[src/rtl/scan_pkg.sv]
package scan_pkg;

    localparam int IR_W = 8;

    localparam logic [IR_W-1:0] OP_EXTEST  = 8'h00;
    localparam logic [IR_W-1:0] OP_SAMPLE  = 8'h01;
    localparam logic [IR_W-1:0] OP_IDCODE  = 8'h02;
    localparam logic [IR_W-1:0] OP_CLAMP   = 8'h03;
    localparam logic [IR_W-1:0] OP_HIGHZ   = 8'h04;
    localparam logic [IR_W-1:0] OP_BYPASS  = 8'hFF;

    // pattern loaded in Capture-IR, low two bits fixed at 01
    localparam logic [IR_W-1:0] IR_CAPTURE = 8'hA5;

    typedef enum logic [3:0] {
        TS_RESET,
        TS_IDLE,
        TS_DR_SEL,
        TS_DR_CAP,
        TS_DR_SHIFT,
        TS_DR_EXIT1,
        TS_DR_PAUSE,
        TS_DR_EXIT2,
        TS_DR_UPD,
        TS_IR_SEL,
        TS_IR_CAP,
        TS_IR_SHIFT,
        TS_IR_EXIT1,
        TS_IR_PAUSE,
        TS_IR_EXIT2,
        TS_IR_UPD
    } tap_state_e;

    typedef enum logic [1:0] {
        DR_BYPASS,
        DR_IDCODE,
        DR_BOUNDARY
    } dr_sel_e;

    typedef enum logic [1:0] {
        PM_FUNC,
        PM_DRIVE,
        PM_FLOAT
    } pin_mode_e;

    typedef struct packed {
        dr_sel_e   dr;
        pin_mode_e pins;
        logic      bsr_upd;
    } instr_ctl_t;

    function automatic tap_state_e tap_next(input tap_state_e s, input logic m);
        tap_state_e n;
        case (s)
            TS_RESET:    n = m ? TS_RESET    : TS_IDLE;
            TS_IDLE:     n = m ? TS_DR_SEL   : TS_IDLE;
            TS_DR_SEL:   n = m ? TS_IR_SEL   : TS_DR_CAP;
            TS_DR_CAP:   n = m ? TS_DR_EXIT1 : TS_DR_SHIFT;
            TS_DR_SHIFT: n = m ? TS_DR_EXIT1 : TS_DR_SHIFT;
            TS_DR_EXIT1: n = m ? TS_DR_UPD   : TS_DR_PAUSE;
            TS_DR_PAUSE: n = m ? TS_DR_EXIT2 : TS_DR_PAUSE;
            TS_DR_EXIT2: n = m ? TS_DR_UPD   : TS_DR_SHIFT;
            TS_DR_UPD:   n = m ? TS_DR_SEL   : TS_IDLE;
            TS_IR_SEL:   n = m ? TS_RESET    : TS_IR_CAP;
            TS_IR_CAP:   n = m ? TS_IR_EXIT1 : TS_IR_SHIFT;
            TS_IR_SHIFT: n = m ? TS_IR_EXIT1 : TS_IR_SHIFT;
            TS_IR_EXIT1: n = m ? TS_IR_UPD   : TS_IR_PAUSE;
            TS_IR_PAUSE: n = m ? TS_IR_EXIT2 : TS_IR_PAUSE;
            TS_IR_EXIT2: n = m ? TS_IR_UPD   : TS_IR_SHIFT;
            TS_IR_UPD:   n = m ? TS_DR_SEL   : TS_IDLE;
            default:     n = TS_RESET;
        endcase
        return n;
    endfunction

    function automatic instr_ctl_t decode_instr(input logic [IR_W-1:0] op);
        instr_ctl_t c;
        c = '{dr: DR_BYPASS, pins: PM_FUNC, bsr_upd: 1'b0};
        case (op)
            OP_EXTEST: c = '{dr: DR_BOUNDARY, pins: PM_DRIVE, bsr_upd: 1'b1};
            OP_SAMPLE: c = '{dr: DR_BOUNDARY, pins: PM_FUNC,  bsr_upd: 1'b1};
            OP_IDCODE: c = '{dr: DR_IDCODE,   pins: PM_FUNC,  bsr_upd: 1'b0};
            OP_CLAMP:  c = '{dr: DR_BYPASS,   pins: PM_DRIVE, bsr_upd: 1'b0};
            OP_HIGHZ:  c = '{dr: DR_BYPASS,   pins: PM_FLOAT, bsr_upd: 1'b0};
            default:   c = '{dr: DR_BYPASS,   pins: PM_FUNC,  bsr_upd: 1'b0};
        endcase
        return c;
    endfunction

endpackage

[src/rtl/scan_tap_fsm.sv]
module scan_tap_fsm
    import scan_pkg::*;
(
    input  logic       tck,
    input  logic       trst_n,
    input  logic       tms,
    output tap_state_e state_o
);

    typedef struct packed {
        tap_state_e st;
    } fsm_regs_t;

    fsm_regs_t r_d, r_q;

    always_comb begin
        r_d    = r_q;
        r_d.st = tap_next(r_q.st, tms);
    end

    always_ff @(posedge tck or negedge trst_n) begin
        if (!trst_n) r_q <= '{st: TS_RESET};
        else         r_q <= r_d;
    end

    assign state_o = r_q.st;

endmodule

[src/rtl/scan_ir.sv]
module scan_ir
    import scan_pkg::*;
(
    input  logic            tck,
    input  logic            trst_n,
    input  logic            tdi,
    input  tap_state_e      state_i,
    output logic [IR_W-1:0] ir_cur_o,
    output logic [IR_W-1:0] ir_shift_o,
    output logic            ir_tdo_o
);

    typedef struct packed {
        logic [IR_W-1:0] sr;
        logic [IR_W-1:0] cur;
    } ir_regs_t;

    ir_regs_t r_d, r_q;

    always_comb begin
        r_d = r_q;
        case (state_i)
            TS_RESET:    r_d.cur = OP_IDCODE;
            TS_IR_CAP:   r_d.sr  = IR_CAPTURE;
            TS_IR_SHIFT: r_d.sr  = {tdi, r_q.sr[IR_W-1:1]};
            TS_IR_UPD:   r_d.cur = r_q.sr;
            default:     ;
        endcase
    end

    always_ff @(posedge tck or negedge trst_n) begin
        if (!trst_n) r_q <= '{sr: IR_CAPTURE, cur: OP_IDCODE};
        else         r_q <= r_d;
    end

    assign ir_cur_o   = r_q.cur;
    assign ir_shift_o = r_q.sr;
    assign ir_tdo_o   = r_q.sr[0];

endmodule

[src/rtl/scan_dr.sv]
module scan_dr
    import scan_pkg::*;
#(
    parameter int          NPINS      = 4,
    parameter logic [31:0] IDCODE_VAL = 32'h4C5B_1A37
) (
    input  logic             tck,
    input  logic             trst_n,
    input  logic             tdi,
    input  tap_state_e       state_i,
    input  dr_sel_e          dr_sel_i,
    input  logic             bsr_upd_i,
    input  logic [NPINS-1:0] pad_in_i,
    input  logic [NPINS-1:0] core_out_i,
    input  logic [NPINS-1:0] core_oe_i,
    output logic             dr_tdo_o,
    output logic [NPINS-1:0] upd_out_o,
    output logic [NPINS-1:0] upd_oe_o
);

    localparam int CELLS   = 3;
    localparam int BSR_LEN = CELLS * NPINS;
    localparam int ID_W    = 32;

    typedef struct packed {
        logic [BSR_LEN-1:0] bsr;
        logic [ID_W-1:0]    id;
        logic               byp;
        logic [NPINS-1:0]   lat_out;
        logic [NPINS-1:0]   lat_oe;
    } dr_regs_t;

    dr_regs_t r_d, r_q;

    always_comb begin
        r_d = r_q;
        case (state_i)
            TS_DR_CAP: begin
                case (dr_sel_i)
                    DR_BOUNDARY: begin
                        for (int i = 0; i < NPINS; i++) begin
                            r_d.bsr[CELLS*i]     = pad_in_i[i];
                            r_d.bsr[CELLS*i + 1] = core_out_i[i];
                            r_d.bsr[CELLS*i + 2] = core_oe_i[i];
                        end
                    end
                    DR_IDCODE: r_d.id  = IDCODE_VAL;
                    default:   r_d.byp = 1'b0;
                endcase
            end
            TS_DR_SHIFT: begin
                case (dr_sel_i)
                    DR_BOUNDARY: r_d.bsr = {tdi, r_q.bsr[BSR_LEN-1:1]};
                    DR_IDCODE:   r_d.id  = {tdi, r_q.id[ID_W-1:1]};
                    default:     r_d.byp = tdi;
                endcase
            end
            TS_DR_UPD: begin
                if (bsr_upd_i) begin
                    for (int i = 0; i < NPINS; i++) begin
                        r_d.lat_out[i] = r_q.bsr[CELLS*i + 1];
                        r_d.lat_oe[i]  = r_q.bsr[CELLS*i + 2];
                    end
                end
            end
            default: ;
        endcase
    end

    always_ff @(posedge tck or negedge trst_n) begin
        if (!trst_n) r_q <= '0;
        else         r_q <= r_d;
    end

    always_comb begin
        case (dr_sel_i)
            DR_BOUNDARY: dr_tdo_o = r_q.bsr[0];
            DR_IDCODE:   dr_tdo_o = r_q.id[0];
            default:     dr_tdo_o = r_q.byp;
        endcase
    end

    assign upd_out_o = r_q.lat_out;
    assign upd_oe_o  = r_q.lat_oe;

endmodule

[src/rtl/scan_pin_cell.sv]
module scan_pin_cell
    import scan_pkg::*;
(
    input  pin_mode_e mode_i,
    input  logic      sys_rst_n,
    input  logic      core_out_i,
    input  logic      core_oe_i,
    input  logic      upd_out_i,
    input  logic      upd_oe_i,
    output logic      pad_out_o,
    output logic      pad_oe_o
);

    logic oe_sel;

    always_comb begin
        case (mode_i)
            PM_DRIVE: begin
                pad_out_o = upd_out_i;
                oe_sel    = upd_oe_i;
            end
            PM_FLOAT: begin
                pad_out_o = core_out_i;
                oe_sel    = 1'b0;
            end
            default: begin
                pad_out_o = core_out_i;
                oe_sel    = core_oe_i;
            end
        endcase
        // system reset wins over every scan setting
        pad_oe_o = oe_sel & sys_rst_n;
    end

endmodule

[src/rtl/scan_port_ctrl.sv]
module scan_port_ctrl
    import scan_pkg::*;
#(
    parameter int          NPINS      = 4,
    parameter logic [31:0] IDCODE_VAL = 32'h4C5B_1A37
) (
    input  logic             tck,
    input  logic             trst_n,
    input  logic             tms,
    input  logic             tdi,
    input  logic             sys_rst_n,
    input  logic [NPINS-1:0] core_out,
    input  logic [NPINS-1:0] core_oe,
    input  logic [NPINS-1:0] pad_in,
    output logic             tdo,
    output logic             tdo_en,
    output logic [NPINS-1:0] pad_out,
    output logic [NPINS-1:0] pad_oe
);

    tap_state_e      tap_state;
    logic [IR_W-1:0] ir_cur;
    logic [IR_W-1:0] ir_shift;
    logic            ir_tdo;
    logic            dr_tdo;
    instr_ctl_t      ctl;
    logic [NPINS-1:0] upd_out;
    logic [NPINS-1:0] upd_oe;

    scan_tap_fsm u_fsm (
        .tck     (tck),
        .trst_n  (trst_n),
        .tms     (tms),
        .state_o (tap_state)
    );

    scan_ir u_ir (
        .tck        (tck),
        .trst_n     (trst_n),
        .tdi        (tdi),
        .state_i    (tap_state),
        .ir_cur_o   (ir_cur),
        .ir_shift_o (ir_shift),
        .ir_tdo_o   (ir_tdo)
    );

    always_comb ctl = decode_instr(ir_cur);

    scan_dr #(
        .NPINS      (NPINS),
        .IDCODE_VAL (IDCODE_VAL)
    ) u_dr (
        .tck        (tck),
        .trst_n     (trst_n),
        .tdi        (tdi),
        .state_i    (tap_state),
        .dr_sel_i   (ctl.dr),
        .bsr_upd_i  (ctl.bsr_upd),
        .pad_in_i   (pad_in),
        .core_out_i (core_out),
        .core_oe_i  (core_oe),
        .dr_tdo_o   (dr_tdo),
        .upd_out_o  (upd_out),
        .upd_oe_o   (upd_oe)
    );

    for (genvar g = 0; g < NPINS; g++) begin : g_pin
        scan_pin_cell u_cell (
            .mode_i     (ctl.pins),
            .sys_rst_n  (sys_rst_n),
            .core_out_i (core_out[g]),
            .core_oe_i  (core_oe[g]),
            .upd_out_i  (upd_out[g]),
            .upd_oe_i   (upd_oe[g]),
            .pad_out_o  (pad_out[g]),
            .pad_oe_o   (pad_oe[g])
        );
    end

    // serial output retimed to the falling test-clock edge
    typedef struct packed {
        logic tdo;
        logic en;
    } tdo_regs_t;

    tdo_regs_t t_d, t_q;

    always_comb begin
        t_d.en  = (tap_state == TS_IR_SHIFT) || (tap_state == TS_DR_SHIFT);
        t_d.tdo = (tap_state == TS_IR_SHIFT) ? ir_tdo : dr_tdo;
    end

    always_ff @(negedge tck or negedge trst_n) begin
        if (!trst_n) t_q <= '0;
        else         t_q <= t_d;
    end

    assign tdo    = t_q.tdo;
    assign tdo_en = t_q.en;

endmodule

[config.mk]
export PLATFORM = sky130hd
export DESIGN_NAME = scan_port_ctrl
export DESIGN_NICKNAME = d
export VERILOG_FILES = /design/src/rtl/scan_pkg.sv /design/src/rtl/scan_tap_fsm.sv /design/src/rtl/scan_ir.sv /design/src/rtl/scan_dr.sv /design/src/rtl/scan_pin_cell.sv /design/src/rtl/scan_port_ctrl.sv
export SDC_FILE = /design/constraint.sdc
export NUM_CORES = 1
export LEC_CHECK = 0
export BUFFER_PORTS_ARGS = -buffer_cell sky130_fd_sc_hd__buf_2
export CELL_PAD_IN_SITES_DETAIL_PLACEMENT = 0
export CELL_PAD_IN_SITES_GLOBAL_PLACEMENT = 1
export CORE_ASPECT_RATIO = 1.5
export CORE_UTILIZATION = 45
export DETAILED_ROUTE_END_ITERATION = 7
export PLACE_DENSITY_LB_ADDON = 0.1
export RECOVER_POWER = 25
export SLEW_MARGIN = 0
export SYNTH_ARGS = -nofsm -noshare
export SYNTH_HDL_FRONTEND = slang
export SYNTH_SLANG_ARGS = --single-unit
[constraint.sdc]
create_clock -name tck -period 3.1 [get_ports tck]
set_clock_uncertainty 0.1 [all_clocks]
set_input_delay 0.62 -clock tck [delete_from_list [all_inputs] [get_ports tck]]
set_output_delay 0.62 -clock tck [all_outputs]
set_load 0.01 [all_outputs]
==> results.ini, run 1 <==
[drt]
firstDrtPassIters=4
drtIter0Drc=116
vias=2366
drt-total-wl_mm=7.15
post_drt_wl_per_cell_um=16.1
drcViolationCount=0
vias_per_cell=5.33
postRouteAntennaNets=0

[yosys]
synth_edf_count=0
synth_ff_type=dfrtp_1
syn-cell-area_um2=3390
yosys.area.top_type=dfrtp_1
synth.top_cells.by_area=dfrtp_1 (50%), o22a_1 (4.9%), a22o_1 (4.7%)
synth_cell_type_count=48
synth.net_count=316
yosys_register_bits=75
async_flop_share=1.00
yosysTopAreaCellShare=0.503
yosysWarnings=0
yosysSeqAreaShare=0.556
synth.avg_cell_area_um2=11.4
synth_cells=296

[placed_design]
dp.final_hpwl_mm=4.86
place_area_um2=3710
portBuffers=26
gp_congestion=0.789

[floorplanning]
die_w_um=72.8
fp.coreArea_um2=7270
start_util=0.465
rows=38
ios=27
die_y_um=108
die-area_um2=7880

[setup_path]
path_max_fanout=2
max_stage_delay_ns=0.40
crit_arrival_ns=2.23
critPathTopFamily=simple AND/OR/NAND/NOR gates
crit_top_cell=or3_4
r2r_cells=9
startpoint_type=register
path_cells=or3_4 -> nor3_4 -> nand2b_1 -> or3_4 -> ha_4 -> a22oi_2 -> nor2_1 -> a21oi_1 -> o21ai_1
crit_buf_inv=0
required_ns=1.63
crit_slowest_cell=or3_4
critical_path_class=reg -> reg
cp.depth=9
critPathCaptureType=register

[clock_network]
cts_buffers=9
htreeDepth=3
cts_tree=built
cts_root_buf=clkbuf_8
clkLatencyLatePin_ns=0.35
cts.path.max_buffers=2
clkSinkCount=75
clk_pin_slew_ns=0.07

[timing]
setup_tns_ns=-0.697
setup_slack_ns=-0.601
rsz0062_at_grt=yes
relSlewSlack=0.432
setup_viol=3
hold_viol_final=0
worst_slew_pin_slew_ns=0.852
finalMaxSlewViolations=0

[worst_hold_path]
hp-class=reg -> reg
whs_path_depth=2

[final_layout]
drive_above_1_share=0.294
fin_nets=359
area_growth_syn_to_layout_pct=18.6
fin_area_um2=4020
num_antenna_cells=0

[pwr]
total_power_w=0.00411
ir_drop_v=0.000436
power.leakage_nw=1.76
p_per_area_nw_per_um2=1020

[global_route]
grt_pass1_wl_mm=12.0
use_met3=0.0578
grt_pass1_vias=2437
grt_overflow_total=0
met1_usage=0.248
grt_max_degree=64
grtUsageTotal=0.207
grt_use_met2=0.342
busiest_layer=met2
antenna_found_initial=0

[outcome]
failed_checks=negative setup slack
status=finished, violations left

[flow_run]
max-cap-violations=0

synth_stat cells (2+ instances only):
| cell type | n |
|---|---|
| mux2i_1 | 12 |
| o22a_1 | 19 |
| a22o_1 | 18 |
| buf_4 | 8 |
| a32o_1 | 2 |
| o21ai_0 | 18 |
| nand3_1 | 4 |
| nor3_1 | 3 |
| clkbuf_1 | 10 |
| a22oi_1 | 4 |
| nand2b_1 | 3 |
| o22ai_1 | 7 |
| dfrtp_1 | 68 |
| nand2_1 | 24 |
| buf_2 | 3 |
| or3_1 | 2 |
| and2_1 | 4 |
| nor2b_1 | 8 |
| a221oi_1 | 2 |
| ha_1 | 3 |
| a21oi_1 | 10 |
| nor2_1 | 16 |
| inv_1 | 5 |
| mux2_2 | 12 |
| dfstp_2 | 5 |
| dfrtn_1 | 2 |
| buf_6 | 3 |
cell type report:
cell class | count | area (um^2)
Clock inverter | 5 | 62.6
Clock buffer | 11 | 141
Multi-Input combinational cell | 191 | 1420
Timing Repair Buffer | 57 | 360
Fill cell | 671 | 3260
Sequential cell | 75 | 1880
Inverter | 5 | 18.8
Tap cell | 100 | 125
worst paths after layout:
| check | from | to | slack (ns) |
|---|---|---|---|
| max in group asynchronous | trst_n | tdo_en$_DFF_NN0_ | 0.21 |
| worst min register to register | u_dr.r_q[44]$_DFFE_PN0P_ | u_dr.r_q[44]$_DFFE_PN0P_ | 0.39 |
| worst min-delay path | u_dr.r_q[44]$_DFFE_PN0P_ | u_dr.r_q[44]$_DFFE_PN0P_ | 0.39 |
| worst max-delay path | u_ir.ir_cur_o[3]$_DFFE_PN0P_ | tdo$_DFF_NN0_ | -0.60 |
| min in group asynchronous | trst_n | u_ir.ir_cur_o[4]$_DFFE_PN0P_ | 0.74 |
| worst max register to register | u_ir.ir_cur_o[3]$_DFFE_PN0P_ | tdo$_DFF_NN0_ | -0.60 |
report_power, final:
group          switching [W]  internal [W]  total [W]
combinational       0.000829      0.000856    0.00168
sequential          0.000257       0.00141    0.00166
clock               0.000368      0.000396   0.000764
layer usage:
layer,wire length (um),share of wire,vias up
met3,194,0.027,13
li1,-,-,1156
met2,3620,0.51,28
met1,3160,0.44,1169
met5,0,0,-
met4,176,0.025,0
metrics by stage:
stage / hold slack [ns] / cells / setup WS, ns / util
after global placement: 0.365 / 423 / -0.580 / 0.510
final: 0.388 / 444 / -0.601 / 0.552
after detailed placement: 0.375 / 423 / -0.642 / 0.510
after CTS: 0.397 / 443 / -0.603 / 0.550
after floorplan: 0.224 / 296 / -0.566 / -
after global routing: 0.404 / 444 / -0.683 / 0.552
flip-flops by register name, indices dropped and copies added (netlist names):
signal           count
u_ir.ir_shift_o      8
u_fsm.state_o        4
tdo                  1
u_dr.r_q            45
u_ir.ir_cur_o        8
u_dr.upd_out_o       4
u_dr.upd_oe_o        4
tdo_en               1
what timing repair did:
| item | in CTS | in global routing |
|---|---|---|
| resized for setup | 13 | 4 |
| setup buffers | 3 | 2 |
| pin swaps | 3 | 6 |
| hold buffers | 1 | 0 |
| hold endpoints to repair | 9 | 0 |
| endpoints found under the setup margin | 10 | 11 |
cell usage in the layout, fill, tap and decap left out, types with 3 or more instances in the layout:
cell type / instances
o22ai_1: 7
a22o_1: 18
o21ai_1: 3
inv_1: 5
nor2b_1: 7
nand3_1: 4
mux2i_1: 12
mux2_2: 12
clkbuf_8: 10
dfrtp_1: 68
dfstp_2: 5
and2_1: 3
buf_2: 25
nand2_1: 24
nor2_1: 15
buf_4: 26
a21oi_1: 10
a22oi_2: 4
clkbuf_1: 4
o22a_1: 19
nand2b_1: 3
o21ai_0: 16
worst register-to-register path: cells and delay by family (launching register included):
| kind | cells | cell delay (ns) |
|---|---|---|
| AND/OR/NAND/NOR | 5 | 1.01 |
| flip-flops | 1 | 0.38 |
| AO/OA/AOI/OAI | 3 | 0.32 |
| adder cells (fa/ha/maj) | 1 | 0.17 |
kinds of logic (layout without fill, tap and decap cells):
family | after synthesis | after routing | share of synthesized area
buffers and inverters | 30 | 78 | 0.0499
muxes | 24 | 24 | 0.0754
adders and majority gates | 3 | 3 | 0.0111
DFF | 75 | 75 | 0.556
and+or+nand+nor | 74 | 74 | 0.114
AOI/OAI and AO/OA | 88 | 88 | 0.188
xor gates and xnor gates | 2 | 2 | 0.00517
(Power assumes the default switching activity.)
==> inputs of run 2 (changes only) <==
--- a/config.mk
+++ b/config.mk
@@ -5,6 +5,7 @@
 export SDC_FILE = /design/constraint.sdc
 export NUM_CORES = 1
 export LEC_CHECK = 0
+export ABC_CLOCK_PERIOD_IN_PS = 3100
 export BUFFER_PORTS_ARGS = -buffer_cell sky130_fd_sc_hd__buf_2
 export CELL_PAD_IN_SITES_DETAIL_PLACEMENT = 0
 export CELL_PAD_IN_SITES_GLOBAL_PLACEMENT = 1
@@ -12,7 +13,6 @@
 export CORE_UTILIZATION = 45
 export DETAILED_ROUTE_END_ITERATION = 7
 export PLACE_DENSITY_LB_ADDON = 0.1
-export RECOVER_POWER = 25
 export SLEW_MARGIN = 0
 export SYNTH_ARGS = -nofsm -noshare
 export SYNTH_HDL_FRONTEND = slang
==> run 2 against run 1 <==
  * The flow still finishes with violations (negative setup slack)
  * Hold slack better by 0.00063 ns
  * Register-to-register slack is essentially flat
  * Design area rose by 0.28%
  * Via count hardly changed
  * Critical path depth stayed put
  * Clock power hardly changed
  * Largest cell class unchanged
  * Highest routed layer unchanged
==> results.ini, run 2 (synthesis gave the netlist of run 1 again) <==
[outcome]
status=finished, violations left
failed_checks=negative setup slack

[pwr]
power.leakage_nw=1.77  ; +0.72%
ir_drop_v=0.000438  ; +0.38%
p_per_area_nw_per_um2=1020  ; about the same

[final_layout]
num_antenna_cells=0  ; unchanged
fin_nets=359  ; unchanged
layout_common_cells=dfrtp_1 (68), buf_4 (30), buf_2 (25)
fin_cells=444  ; unchanged
largest-register=u_dr.r_q
fin_util=0.553  ; +0.00155
area_growth_syn_to_layout_pct=18.9
drive_above_1_share=0.302  ; +0.00872
final_common_cell=dfrtp_1
fin_area_um2=4030  ; +0.28%
largest_reg_flops=45  ; unchanged

[floorplanning]
ios=27  ; unchanged
die-area_um2=7880  ; unchanged
die_w_um=72.8  ; unchanged
rows=38  ; unchanged
start_util=0.465  ; unchanged
fp.coreArea_um2=7270  ; unchanged
die_y_um=108  ; unchanged

[drt]
vias=2364  ; -0.085%
drcViolationCount=0  ; unchanged
postRouteAntennaNets=0  ; unchanged
firstDrtPassIters=4  ; unchanged
post_drt_wl_per_cell_um=16.1  ; -0.20%
vias_per_cell=5.32  ; about the same
drtIter0Drc=117  ; +0.86%
drt-total-wl_mm=7.14  ; -0.20%

[setup_path]
r2r-end=tdo$_DFF_NN0_
startpoint_type=register
crit_arrival_ns=2.23  ; about the same
critPathCaptureType=register
r2r_slack_ns=-0.60  ; about the same
cp-endpoint=tdo$_DFF_NN0_
reg2reg_from=u_ir.ir_cur_o[3]$_DFFE_PN0P_
startpoint=u_ir.ir_cur_o[3]$_DFFE_PN0P_
crit_top_cell=or3_4
r2r_cells=9  ; unchanged
crit_slowest_cell=or3_4
path_max_fanout=2  ; unchanged
critical_path_class=reg -> reg
path_cells=or3_4 -> nor3_4 -> nand2b_1 -> or3_4 -> ha_4 -> a22oi_2 -> nor2_1 -> a21oi_1 -> o21ai_1
max_stage_delay_ns=0.40  ; about the same
required_ns=1.63  ; about the same

[placed_design]
gp_congestion=0.789  ; unchanged
place_area_um2=3710  ; unchanged
dp.final_hpwl_mm=4.86  ; unchanged
portBuffers=26  ; unchanged
dp.cells=423  ; unchanged

[timing]
setup_viol=3  ; unchanged
rsz0062_at_grt=yes
finalMaxSlewViolations=0  ; unchanged
worst_slew_pin_slew_ns=0.781  ; -0.0713 ns
relSlewSlack=0.479  ; +0.0475
hold_viol_final=0  ; unchanged
setup_slack_ns=-0.601  ; +0.0000590 ns

[clock_network]
clk_pin_slew_ns=0.07  ; about the same
cts_root_buf=clkbuf_8
clkSinkCount=75  ; unchanged
cts_tree=built
cts_buffers=9  ; unchanged
cts.path.max_buffers=2  ; unchanged
clkLatencyLatePin_ns=0.35  ; about the same
htreeDepth=3  ; unchanged

[global_route]
grtUsageTotal=0.207  ; unchanged
grt_pass1_wl_mm=12.0  ; unchanged
antenna_found_initial=0  ; unchanged
grt_overflow_total=0  ; unchanged
grt_max_degree=64  ; unchanged
grt_pass1_vias=2437  ; unchanged

[flow_run]
max-cap-violations=0  ; unchanged

[worst_hold_path]
hp-class=reg -> reg

==> run 2: cell count changes in the layout (fill, tap and decap cells not counted), sizes merged <==
cell    delta
buf        +4
clkbuf     -4
==> run 2: layout make-up <==
class                      instances  area (um^2)
multi-input combinational        191         1420
sequential                        75         1880
tap                              100          125
inverter                           5         18.8
clock buffer                      11          141
timing repair buffer              57          372
clock inverter                     5         62.6
fill                             669         3250
==> run 2: critical path: cells and delay by family (launching register included) <==
family / cells / cell delay [ns]
and+or+nand+nor: 5 / 1.01
adders and majority gates: 1 / 0.17
AOI/OAI and AO/OA: 3 / 0.32
DFF: 1 / 0.38
==> run 2: per-layer routing <==
| metal | wire (um) | vias to the layer above | track usage |
|---|---|---|---|
| li1 | - | 1156 | - |
| met1 | 3140 | 1169 | 0.248 |
| met2 | 3630 | 26 | 0.342 |
| met3 | 193 | 13 | 0.0578 |
| met4 | 176 | 0 | 0.0952 |
| met5 | 0 | - | 0 |
==> run 2: repair_timing <==
action | in CTS | in global routing
buffers inserted | 3 | 2
pin swaps | 3 | 6
hold buffers | 1 | 0
setup endpoints to repair | 10 | 11
hold endpoints to repair | 9 | 0
resized for setup | 13 | 4
==> run 2: power breakdown <==
group / switching, W / leakage, nW / internal (W) / total (W)
clock: 0.000368 / 0.0957 / 0.000396 / 0.000765
combinational: 0.000828 / 0.774 / 0.000866 / 0.00169
sequential: 0.000258 / 0.904 / 0.00141 / 0.00167
total: 0.00145 / 1.77 / 0.00267 / 0.00412
==> run 2: worst min path at each step <==
stage	startpoint	end	slack [ns]	cells past startpoint
after CTS	u_dr.r_q[44]$_DFFE_PN0P_	u_dr.r_q[44]$_DFFE_PN0P_	0.40	2
after global placement	u_dr.r_q[44]$_DFFE_PN0P_	u_dr.r_q[44]$_DFFE_PN0P_	0.36	2
after global routing	u_dr.r_q[26]$_DFFE_PN0P_	u_dr.r_q[25]$_DFFE_PN0P_	0.40	1
after detailed placement	u_dr.r_q[47]$_DFFE_PN0P_	u_dr.r_q[47]$_DFFE_PN0P_	0.37	2
final	u_dr.r_q[44]$_DFFE_PN0P_	u_dr.r_q[44]$_DFFE_PN0P_	0.39	2
after floorplan	trst_n	u_dr.r_q[10]$_DFFE_PN0P_	0.22	0
==> run 2: through the flow <==
stage / setup TNS (ns) / total power [W] / worst slack (ns) / hold slack [ns]
after global routing: -1.25 / 0.00443 / -0.683 / 0.404
after CTS: -0.743 / 0.00415 / -0.603 / 0.397
final: -0.698 / 0.00412 / -0.601 / 0.389
after floorplan: -0.566 / 0.00278 / -0.566 / 0.224
after global placement: -0.580 / 0.00321 / -0.580 / 0.365
after detailed placement: -0.642 / 0.00326 / -0.642 / 0.375
